`config.mk`:
```
export PLATFORM = sky130hd
export DESIGN_NAME = sg_dma_engine
export DESIGN_NICKNAME = d
export VERILOG_FILES = /design/src/rtl/sg_dma_pkg.sv /design/src/rtl/dma_desc_decode.sv /design/src/rtl/dma_burst_sizer.sv /design/src/rtl/dma_wait_timer.sv /design/src/rtl/sg_dma_engine.sv
export SDC_FILE = /design/constraint.sdc
export NUM_CORES = 1
export LEC_CHECK = 0
export ABC_CLOCK_PERIOD_IN_PS = 15800
export CAP_MARGIN = 10
export CELL_PAD_IN_SITES_DETAIL_PLACEMENT = 1
export CELL_PAD_IN_SITES_GLOBAL_PLACEMENT = 1
export CORE_MARGIN = 2
export CORE_UTILIZATION = 40
export DETAILED_ROUTE_END_ITERATION = 7
export MAX_ROUTING_LAYER = met4
export PLACE_DENSITY_LB_ADDON = 0.1
export SLEW_MARGIN = 20
export SYNTH_ARGS = -nofsm -noshare
export SYNTH_HDL_FRONTEND = slang
export SYNTH_HIERARCHICAL = 1
export SYNTH_SLANG_ARGS = --single-unit
```
`constraint.sdc`:
```
create_clock -name clk -period 15.8 [get_ports clk]
set_input_delay 4.74 -clock clk [delete_from_list [all_inputs] [get_ports clk]]
set_output_delay 4.74 -clock clk [all_outputs]
set_load 0.005 [all_outputs]
```
`src/rtl/sg_dma_pkg.sv`:
```
// Shared types for the scatter-gather DMA engine.
// Assumes a 64-bit descriptor with a 32-bit base address.
package sg_dma_pkg;

    // Externally visible engine state, as presented on state_o.
    typedef enum logic [1:0] {
        ENG_IDLE   = 2'd0,
        ENG_ARMED  = 2'd1,
        ENG_MOVING = 2'd2
    } eng_state_e;

    // Error cause codes, as presented on err_cause_o.
    typedef enum logic [1:0] {
        CAUSE_ABORT        = 2'd0,
        CAUSE_ODD_SIZE     = 2'd1,
        CAUSE_OVERRUN      = 2'd2,
        CAUSE_EOT_MISMATCH = 2'd3
    } cause_e;

    // Internal sequencer steps.
    typedef enum logic [2:0] {
        SEQ_IDLE,
        SEQ_ARMED,
        SEQ_FETCH,
        SEQ_FWAIT,
        SEQ_DELAY,
        SEQ_BURST,
        SEQ_BACKOFF
    } seq_e;

endpackage

```
`src/rtl/dma_desc_decode.sv`:
```
// Splits a fetched 64-bit descriptor into region base, byte count and
// last-entry flag. A zero count field stands for the largest region.
// Assumes the base sits in bits 31:0, the count in 47:32, the flag in 63.
module dma_desc_decode #(
    parameter int ADDR_W       = 32,
    parameter int CNT_W        = 16,
    parameter int SECTOR_BYTES = 512
) (
    input  logic [63:0]        word_i,
    output logic [ADDR_W-1:0]  base_o,
    output logic [CNT_W:0]     bytes_o,
    output logic               last_o,
    output logic               odd_size_o,
    output logic [CNT_W:0]     sectors_o
);
    localparam int SEC_SHIFT = $clog2(SECTOR_BYTES);

    logic [CNT_W-1:0] raw_cnt;

    // Field extraction and the zero-means-maximum rule.
    always_comb begin
        raw_cnt    = word_i[32 +: CNT_W];
        base_o     = word_i[ADDR_W-1:0];
        last_o     = word_i[63];
        bytes_o    = (raw_cnt == '0) ? {1'b1, {CNT_W{1'b0}}} : {1'b0, raw_cnt};
        odd_size_o = |bytes_o[SEC_SHIFT-1:0];
        sectors_o  = bytes_o >> SEC_SHIFT;
    end

endmodule

```
`src/rtl/dma_burst_sizer.sv`:
```
// Computes the next burst length for a region: the bytes left, capped at
// one page and cut at the next page boundary.
// Assumes PAGE_BYTES is a power of two and no larger than 2**(LEN_W-1).
module dma_burst_sizer #(
    parameter int ADDR_W     = 32,
    parameter int LEN_W      = 17,
    parameter int PAGE_BYTES = 8192
) (
    input  logic [ADDR_W-1:0] addr_i,
    input  logic [LEN_W-1:0]  left_i,
    output logic [LEN_W-1:0]  len_o
);
    localparam int PAGE_W = $clog2(PAGE_BYTES);
    localparam logic [LEN_W-1:0] PAGE_LEN = LEN_W'(PAGE_BYTES);

    logic [LEN_W-1:0] to_bound;
    logic [LEN_W-1:0] capped;

    // Length selection: the smaller of the page cap and the boundary distance.
    always_comb begin
        to_bound = PAGE_LEN - LEN_W'(addr_i[PAGE_W-1:0]);
        capped   = (left_i > PAGE_LEN) ? PAGE_LEN : left_i;
        len_o    = (capped > to_bound) ? to_bound : capped;
    end

endmodule

```
`src/rtl/dma_wait_timer.sv`:
```
// Down-counter for the back-off and medium-delay waits. A load sets the
// count, which then falls by one per cycle; expired_o is high at zero.
// Assumes loads happen only while the sequencer is about to wait.
module dma_wait_timer #(
    parameter int W = 16
) (
    input  logic         clk,
    input  logic         rst_n,
    input  logic         load_i,
    input  logic [W-1:0] value_i,
    output logic         expired_o
);
    logic [W-1:0] count_q;

    // Count register: load wins, otherwise decrement toward zero.
    always_ff @(posedge clk) begin
        if (!rst_n)             count_q <= '0;
        else if (load_i)        count_q <= value_i;
        else if (count_q != '0) count_q <= count_q - 1'b1;
    end

    assign expired_o = (count_q == '0);

    // a non-zero load always produces a wait.
    a_r5_timer_waits: assert property (@(posedge clk) disable iff (!rst_n)
        (load_i && value_i != '0) |=> !expired_o);

endmodule

```
`src/rtl/sg_dma_engine.sv`:
```
// Bus-master scatter-gather DMA engine. It walks a descriptor table,
// splits each region into page-bounded bursts, backs off on a busy port,
// and reports completion or an error cause to the device controller.
// Assumes a memory port that takes a request in any cycle where busy is
// low, and returns descriptor data later with a one-cycle rvalid.
module sg_dma_engine #(
    parameter int ADDR_W         = 32,
    parameter int CNT_W          = 16,
    parameter int SECT_W         = 8,
    parameter int SECTOR_BYTES   = 512,
    parameter int PAGE_BYTES     = 8192,
    parameter int DESC_BYTES     = 8,
    parameter int DISK_DELAY     = 20,
    parameter int BACKOFF_CYCLES = 6,
    parameter int TMR_W          = 16
) (
    input  logic                clk,
    input  logic                rst_n,
    input  logic                arm_i,
    input  logic [SECT_W-1:0]   cmd_sectors_i,
    input  logic                to_mem_i,
    input  logic                start_i,
    input  logic [ADDR_W-1:0]   table_base_i,
    input  logic                abort_i,
    output logic                mem_req_o,
    output logic                mem_desc_o,
    output logic                mem_we_o,
    output logic [ADDR_W-1:0]   mem_addr_o,
    output logic [CNT_W:0]      mem_len_o,
    input  logic                mem_busy_i,
    input  logic                mem_rvalid_i,
    input  logic [63:0]         mem_rdata_i,
    output logic [1:0]          state_o,
    output logic                done_o,
    output logic                err_o,
    output logic [1:0]          err_cause_o
);
    import sg_dma_pkg::*;

    localparam int LEN_W     = CNT_W + 1;
    localparam int SEC_SHIFT = $clog2(SECTOR_BYTES);
    localparam int CMD_W     = SECT_W + 1 + SEC_SHIFT;
    localparam int PAGE_W    = $clog2(PAGE_BYTES);

    seq_e              seq_q, ret_q;
    cause_e            cause_q;
    logic [ADDR_W-1:0] prd_addr_q, cur_addr_q;
    logic [LEN_W-1:0]  region_left_q;
    logic [CMD_W-1:0]  cmd_left_q;
    logic              last_q, to_mem_q, done_q, err_q;

    logic [ADDR_W-1:0] d_base;
    logic [LEN_W-1:0]  d_bytes, d_sectors, burst_len;
    logic              d_last, d_odd;
    logic              tmr_load, tmr_expired;
    logic [TMR_W-1:0]  tmr_value;
    logic              refused;

    dma_desc_decode #(
        .ADDR_W(ADDR_W), .CNT_W(CNT_W), .SECTOR_BYTES(SECTOR_BYTES)
    ) u_decode (
        .word_i(mem_rdata_i), .base_o(d_base), .bytes_o(d_bytes),
        .last_o(d_last), .odd_size_o(d_odd), .sectors_o(d_sectors)
    );

    dma_burst_sizer #(
        .ADDR_W(ADDR_W), .LEN_W(LEN_W), .PAGE_BYTES(PAGE_BYTES)
    ) u_sizer (
        .addr_i(cur_addr_q), .left_i(region_left_q), .len_o(burst_len)
    );

    dma_wait_timer #(.W(TMR_W)) u_timer (
        .clk(clk), .rst_n(rst_n), .load_i(tmr_load),
        .value_i(tmr_value), .expired_o(tmr_expired)
    );

    // Timer control: back-off on refusal, medium delay on descriptor arrival.
    always_comb begin
        refused   = mem_req_o && mem_busy_i;
        tmr_load  = refused || (seq_q == SEQ_FWAIT && mem_rvalid_i);
        tmr_value = refused ? TMR_W'(BACKOFF_CYCLES)
                            : TMR_W'(DISK_DELAY) + TMR_W'(d_sectors);
    end

    // Memory port drive: descriptor fetch or data burst.
    always_comb begin
        mem_req_o  = (seq_q == SEQ_FETCH) || (seq_q == SEQ_BURST);
        mem_desc_o = (seq_q == SEQ_FETCH);
        mem_we_o   = (seq_q == SEQ_BURST) && to_mem_q;
        mem_addr_o = mem_desc_o ? prd_addr_q : cur_addr_q;
        mem_len_o  = mem_desc_o ? LEN_W'(DESC_BYTES) : burst_len;
    end

    // Sequencer: command arming, descriptor walk, bursts and completion.
    always_ff @(posedge clk) begin
        if (!rst_n) begin
            seq_q         <= SEQ_IDLE;
            ret_q         <= SEQ_FETCH;
            cause_q       <= CAUSE_ABORT;
            prd_addr_q    <= '0;
            cur_addr_q    <= '0;
            region_left_q <= '0;
            cmd_left_q    <= '0;
            last_q        <= 1'b0;
            to_mem_q      <= 1'b0;
            done_q        <= 1'b0;
            err_q         <= 1'b0;
        end else begin
            done_q <= 1'b0;
            err_q  <= 1'b0;
            if (abort_i && seq_q != SEQ_IDLE) begin
                seq_q   <= SEQ_IDLE;
                err_q   <= 1'b1;
                cause_q <= CAUSE_ABORT;
            end else begin
                case (seq_q)
                    SEQ_IDLE: if (arm_i) begin
                        seq_q      <= SEQ_ARMED;
                        to_mem_q   <= to_mem_i;
                        cmd_left_q <= CMD_W'({(cmd_sectors_i == '0), cmd_sectors_i}) << SEC_SHIFT;
                    end
                    SEQ_ARMED: if (start_i) begin
                        seq_q      <= SEQ_FETCH;
                        prd_addr_q <= {table_base_i[ADDR_W-1:2], 2'b00};
                    end
                    SEQ_FETCH: begin
                        if (mem_busy_i) begin
                            ret_q <= SEQ_FETCH;
                            seq_q <= SEQ_BACKOFF;
                        end else begin
                            seq_q <= SEQ_FWAIT;
                        end
                    end
                    SEQ_FWAIT: if (mem_rvalid_i) begin
                        prd_addr_q    <= prd_addr_q + ADDR_W'(DESC_BYTES);
                        cur_addr_q    <= d_base;
                        region_left_q <= d_bytes;
                        last_q        <= d_last;
                        if (d_odd) begin
                            seq_q   <= SEQ_IDLE;
                            err_q   <= 1'b1;
                            cause_q <= CAUSE_ODD_SIZE;
                        end else if (CMD_W'(d_bytes) > cmd_left_q) begin
                            seq_q   <= SEQ_IDLE;
                            err_q   <= 1'b1;
                            cause_q <= CAUSE_OVERRUN;
                        end else begin
                            seq_q <= SEQ_DELAY;
                        end
                    end
                    SEQ_DELAY: if (tmr_expired) seq_q <= SEQ_BURST;
                    SEQ_BURST: begin
                        if (mem_busy_i) begin
                            ret_q <= SEQ_BURST;
                            seq_q <= SEQ_BACKOFF;
                        end else begin
                            cur_addr_q    <= cur_addr_q + ADDR_W'(burst_len);
                            region_left_q <= region_left_q - burst_len;
                            cmd_left_q    <= cmd_left_q - CMD_W'(burst_len);
                            if (region_left_q == burst_len) begin
                                if (!last_q) begin
                                    seq_q <= SEQ_FETCH;
                                end else if (cmd_left_q == CMD_W'(burst_len)) begin
                                    seq_q  <= SEQ_IDLE;
                                    done_q <= 1'b1;
                                end else begin
                                    seq_q   <= SEQ_IDLE;
                                    err_q   <= 1'b1;
                                    cause_q <= CAUSE_EOT_MISMATCH;
                                end
                            end
                        end
                    end
                    SEQ_BACKOFF: if (tmr_expired) seq_q <= ret_q;
                    default: seq_q <= SEQ_IDLE;
                endcase
            end
        end
    end

    // Output mapping of the sequencer to the coarse engine state.
    always_comb begin
        case (seq_q)
            SEQ_IDLE:  state_o = ENG_IDLE;
            SEQ_ARMED: state_o = ENG_ARMED;
            default:   state_o = ENG_MOVING;
        endcase
    end

    assign done_o      = done_q;
    assign err_o       = err_q;
    assign err_cause_o = cause_q;

    // a data burst stays inside one page.
    a_r4_in_page: assert property (@(posedge clk) disable iff (!rst_n)
        (mem_req_o && !mem_desc_o) |->
        ((LEN_W+1)'(mem_addr_o[PAGE_W-1:0]) + (LEN_W+1)'(mem_len_o) <= (LEN_W+1)'(PAGE_BYTES))
        && mem_len_o != '0);

    // descriptor fetches are word aligned reads of one descriptor.
    a_r2_fetch_shape: assert property (@(posedge clk) disable iff (!rst_n)
        (mem_req_o && mem_desc_o) |->
        (mem_addr_o[1:0] == 2'b00 && mem_len_o == LEN_W'(DESC_BYTES) && !mem_we_o));

    // a refused request is withdrawn for the back-off.
    a_r5_withdraw: assert property (@(posedge clk) disable iff (!rst_n)
        (mem_req_o && mem_busy_i) |=> !mem_req_o);

    // done only lands in idle and never together with an error.
    a_r9_done_idle: assert property (@(posedge clk) disable iff (!rst_n)
        done_o |-> (state_o == ENG_IDLE && !err_o));

    // idle can only move to armed, never straight to transfer.
    a_r10_no_skip: assert property (@(posedge clk) disable iff (!rst_n)
        (state_o == ENG_IDLE) |=> (state_o != ENG_MOVING));

    // an abort outside idle yields an abort error in idle.
    a_r11_abort: assert property (@(posedge clk) disable iff (!rst_n)
        (abort_i && state_o != ENG_IDLE) |=>
        (err_o && err_cause_o == CAUSE_ABORT && state_o == ENG_IDLE));

endmodule

```
Word level (Yosys, flattened, before mapping)
Cells that the tools add are included.
{ "word_totals": {"out_inout_bits": 58, "in_bits": 112, "wordCells": 130, "ff_bits": 127} }
{ "op_classes": {"reduce_logical": 28, "mux": 54, "add_sub_neg": 7, "n_bitwise": 5, "eq_ne": 21, "order_cmp": 3} }
{ "op_table": {"columns": ["cell", "n"], "rows": [
  ["two-way mux 32 bit", 5],
  ["one-hot mux 32 bit (2 select lines)", 2],
  ["two-way mux 17 bit", 6],
  ["two-way mux 18 bit", 2],
  ["two-way mux 3 bit", 12],
  ["one-hot mux 18 bit (2 select lines)", 1],
  ["one-hot mux 17 bit (2 select lines)", 1],
  ["adder 32 x 17 -> 32 bit", 1],
  ["adder 32 x 4 -> 32 bit (second input constant)", 1],
  ["logical NOT 16 bit", 2],
  ["two-way mux 16 bit", 2],
  ["one-hot mux 3 bit (7 select lines)", 1],
  ["== test 18 x 17 -> 1 bit", 1],
  ["> comparator 17 x 18 -> 1 bit", 1],
  ["!= test 2 bit (second input constant)", 9],
  ["subtractor 18 x 17 -> 18 bit", 1],
  ["== test 17 bit", 1],
  ["> comparator 17 x 14 -> 1 bit (second input constant)", 1],
  ["> comparator 17 bit", 1],
  ["subtractor 17 bit", 1],
  ["two-way mux 2 bit", 8],
  ["AND reduction 4 bit", 4],
  ["nonzero test 16 bit", 1],
  ["subtractor 16 x 1 -> 16 bit (second input constant)", 1],
  ["25 further kinds", 52]
]} }

Longest topological paths before layout
{ "depth": {"word_depth": 11, "ltp_mapped": 23, "depth_no_buf": 22} }

Cells and area by module
Netlist, hierarchy kept.
{ "modules_own_cells": {"columns": ["mod", "cells_each", "seq_area_each_um2", "area_each_um2", "instances"], "rows": [
  ["sg_dma_engine", 1237, 2162.1, 9118.7, 1],
  ["dma_wait_timer", 112, 320.3, 913.4, 1],
  ["dma_burst_sizer", 124, 0.0, 877.1, 1],
  ["dma_desc_decode", 75, 0.0, 478.0, 1]
]} }

Worst setup path after synthesis
No wires, ideal clock.
{ "synth_timing": {"kind": "reg2out", "startpoint": "register cur_addr_q[0]", "endpoint": "output mem_len_o[1]", "t_arrival_ns": 3.458, "required_time_ns": 11.060, "path_buffers": 0, "setup_slack_ns": 7.602, "stages_incl_launch_ff": 15, "cell_sequence": "dfxtp_1 > inv_1 > ha_1 > or4b_1 > nor4_2 > nand3_1 > xnor2_1 > ha_1 > nand3_2 > nor4_4 > nand2b_1 > a32oi_2 > mux2_1 > inv_1 > nor2_1"} }
{ "synth_via": {"elab_chain_len": 4} }
{ "synth_rtl": {"columns": ["item", "line_no", "rtl"], "rows": [
  ["start: declaration", "sg_dma_engine.sv:47", "logic [ADDR_W-1:0] prd_addr_q, cur_addr_q;"],
  ["start signal: assignment", "sg_dma_engine.sv:136", "cur_addr_q <= d_base;"],
  ["start signal: assignment", "sg_dma_engine.sv:157", "cur_addr_q <= cur_addr_q + ADDR_W'(burst_len);"],
  ["subtractor 14 x 13 -> 15 bit (*)", "dma_burst_sizer.sv:21", "to_bound = PAGE_LEN - LEN_W'(addr_i[PAGE_W-1:0]);"],
  ["> comparator 17 bit", "dma_burst_sizer.sv:23", "len_o = (capped > to_bound) ? to_bound : capped;"],
  ["two-way mux 17 bit (*)", "dma_burst_sizer.sv:23", null],
  ["named net burst_len[1]", "sg_dma_engine.sv:53", "logic [LEN_W-1:0] d_bytes, d_sectors, burst_len;"],
  ["two-way mux 17 bit (*)", "sg_dma_engine.sv:91", "mem_len_o = mem_desc_o ? LEN_W'(DESC_BYTES) : burst_len;"],
  ["end: declaration", "sg_dma_engine.sv:29", "output logic [CNT_W:0] mem_len_o,"]
]} }
Mark *: on every way through the listed nets, which the timed path passes. The rest lies on a longest branch.

Worst setup path in the final report
{ "layout_timing": {"startpoint": "register cur_addr_q[0]", "endpoint": "output mem_len_o[0]"} }
Same word-level chain as after synthesis.

==> metrics.cfg <==
[run_status]
outcome=finished clean

[detailed_routing]
dr.pass1.iters=6
drt-wirelength-per-cell_um=20.3
num_vias=11800
routed_via_density=5.94
first_iter_violations=710
ant_nets=0
routed_wl_um=40400
drc=0

[power_and_ir_drop]
vdd_drop_max_v=0.0000652
power.leakage_uw=0.00512
power.density_nw_per_um2=108
p_total_uw=1440

[critical_path]
arrival_ns=5.40
worstSetupEndpointType=output pin
cp_max_fo=14
cp_slowest_stage_delay_ns=0.87
path_common_cell=ha_1
reg2reg_setup_slack_ns=8.65
r2r_start=cur_addr_q[0]
path_cells=inv_1, ha_1, or4b_1, nor4_2, nand3_1, xnor2_1, ha_1, nand3_2, nor4_4, nand2b_1, a32oi_2, mux2i_1, nor2b_1, clkdlybuf4s50_1
required_ns=11.06
r2r_cells=22
crit_slowest_cell=a32oi_2
worstSetupStartpointType=register
path_class=reg2out
reg2reg_to=cur_addr_q[26]

[final_layout]
layout.nets=1796
n_antenna_cell=0
drive_above_1_share=0.0746
final_cells=1987
seq_area_um2=2480
nFillCells=3492
multi_input_area_um2=7930
area_delta_synth_final_pct=17.3

[sta]
max_freq_mhz=98.6
hold_viol=0
rsz0062_at_grt=no
fin_crit_sh=0.642
tns_ns=0
whs_ns=0.459
tightestPinTransition_ns=1.07
slew-limit-headroom=0.288
setup_viol=0
timing.final.crit_period_ns=10.14
maxSlewViolCount=0
fin_skew_ns=0.0174

[floorplanning]
die_area_um2=29800
initial_utilization=0.407
rows=61
die_y_um=173
die_x_um=173
core_um2=27900
pin_count=170

[clock_network]
clk_latency_ns=0.44
clk_pin_slew_ns=0.06
cts_buffers=17
hold_buffers=0
cts_tree=yes
cts.sinks=124
root_buffer=clkbuf_16
cts.htree.levels=4
clockBufferDepth=2
cts_resized=0
post_cts_buffers=0

[worst_hold_path]
min_to=last_q
hold_path_depth=2
hold_path_startpoint=last_q
hold_path_class=reg2reg

[grt]
grt_pass1_vias=11900
gr-total-overflow=0
gr-usage-all-layers=0.272
grt_pass1_wl_um=64100
antenna_found_initial=0
grt_max_degree=71

[yosys]
syn_inst=1547
synth_area_um2=11400
syn_avg_cell_area_um2=7.36
yosys_warnings=6

[placed_design]
dp.cells=1955
io_buffers=149
gp_congestion=0.902
hpwl_um=29800

[job]
cap_violations=0

-- metrics by stage --
| step | setup slack [ns] | utilization | cell area (µm²) |
|---|---|---|---|
| after floorplan | 7.60 | - | 11400 |
| after global placement | 6.11 | 0.456 | 12800 |
| after detailed placement | 6.09 | 0.456 | 12800 |
| after CTS | 5.61 | 0.478 | 13300 |
| after global routing | 5.23 | 0.478 | 13400 |
| final | 5.66 | 0.478 | 13400 |
-- worst max-delay path: cells and delay by family (launching register included) --
kind / cells / cell delay [ns]
multiplexers: 1 / 0.63
XOR/XNOR: 1 / 0.17
AND/OR/NAND/NOR: 7 / 1.77
flip-flops: 1 / 0.37
buffers and inverters: 2 / 0.61
AO/OA/AOI/OAI: 1 / 0.87
adder cells (fa/ha/maj): 2 / 0.53
-- how the worst max path moves through the flow --
stage / endpoint / slack (ns) / from / cells past startpoint
CTS: mem_len_o[0] / 5.61 / cur_addr_q[0] / 14
floorplan: mem_len_o[1] / 7.60 / cur_addr_q[0] / 14
global route: mem_len_o[0] / 5.23 / cur_addr_q[0] / 14
finish: mem_len_o[0] / 5.66 / cur_addr_q[0] / 14
detailed placement: mem_len_o[0] / 6.09 / cur_addr_q[0] / 14
global placement: mem_len_o[0] / 6.11 / cur_addr_q[0] / 14
-- report_power, final --
group | switching, µW | internal (µW) | total [µW] | leakage [µW]
clock network | 169 | 243 | 412 | 0.000280
registers | 54.0 | 351 | 405 | 0.00101
logic | 358 | 265 | 623 | 0.00383
-- metal layers --
metal	vias to the layer above	global-route usage	part of all wire
met5	-	-	0
met2	280	0.449	0.47
met3	47	0.0367	0.039
met1	5803	0.348	0.47
li1	5675	-	-
met4	0	0.0763	0.021
-- layout by cell type (no fill, tap or decap), types with 14 or more instances in the layout --
cell             instances
nand2_1                159
clkdlybuf4s50_1        148
nor2_1                 131
a21oi_1                130
dfxtp_1                124
o21ai_0                 96
ha_1                    85
inv_1                   71
nand3_1                 65
nor3_1                  44
xor2_1                  32
mux2_2                  31
xnor2_1                 28
nand4_1                 27
a211oi_1                24
and3_1                  21
o211ai_1                21
a31oi_1                 20
a21o_1                  18
nor4_1                  18
mux2i_1                 17
clkbuf_16               17
nor2b_1                 15
buf_4                   15
or3_1                   14
-- final cells by class --
| type | instances | share of cell area |
|---|---|---|
| Clock inverter | 11 | 0.0101 |
| Tap cell | 378 | 0.0354 |
| Multi-Input combinational cell | 1217 | 0.594 |
| Inverter | 72 | 0.0202 |
| Clock buffer | 21 | 0.0345 |
| Sequential cell | 124 | 0.186 |
| Timing Repair Buffer | 164 | 0.120 |
-- flip-flops by register name (all words and copies together) (netlist names), 2 cells and up --
name             count
cmd_left_q          18
cur_addr_q          32
err_cause_o          2
prd_addr_q          30
region_left_q       17
ret_q                2
seq_q                3
u_timer/count_q     16
(Power assumes the default switching activity.)
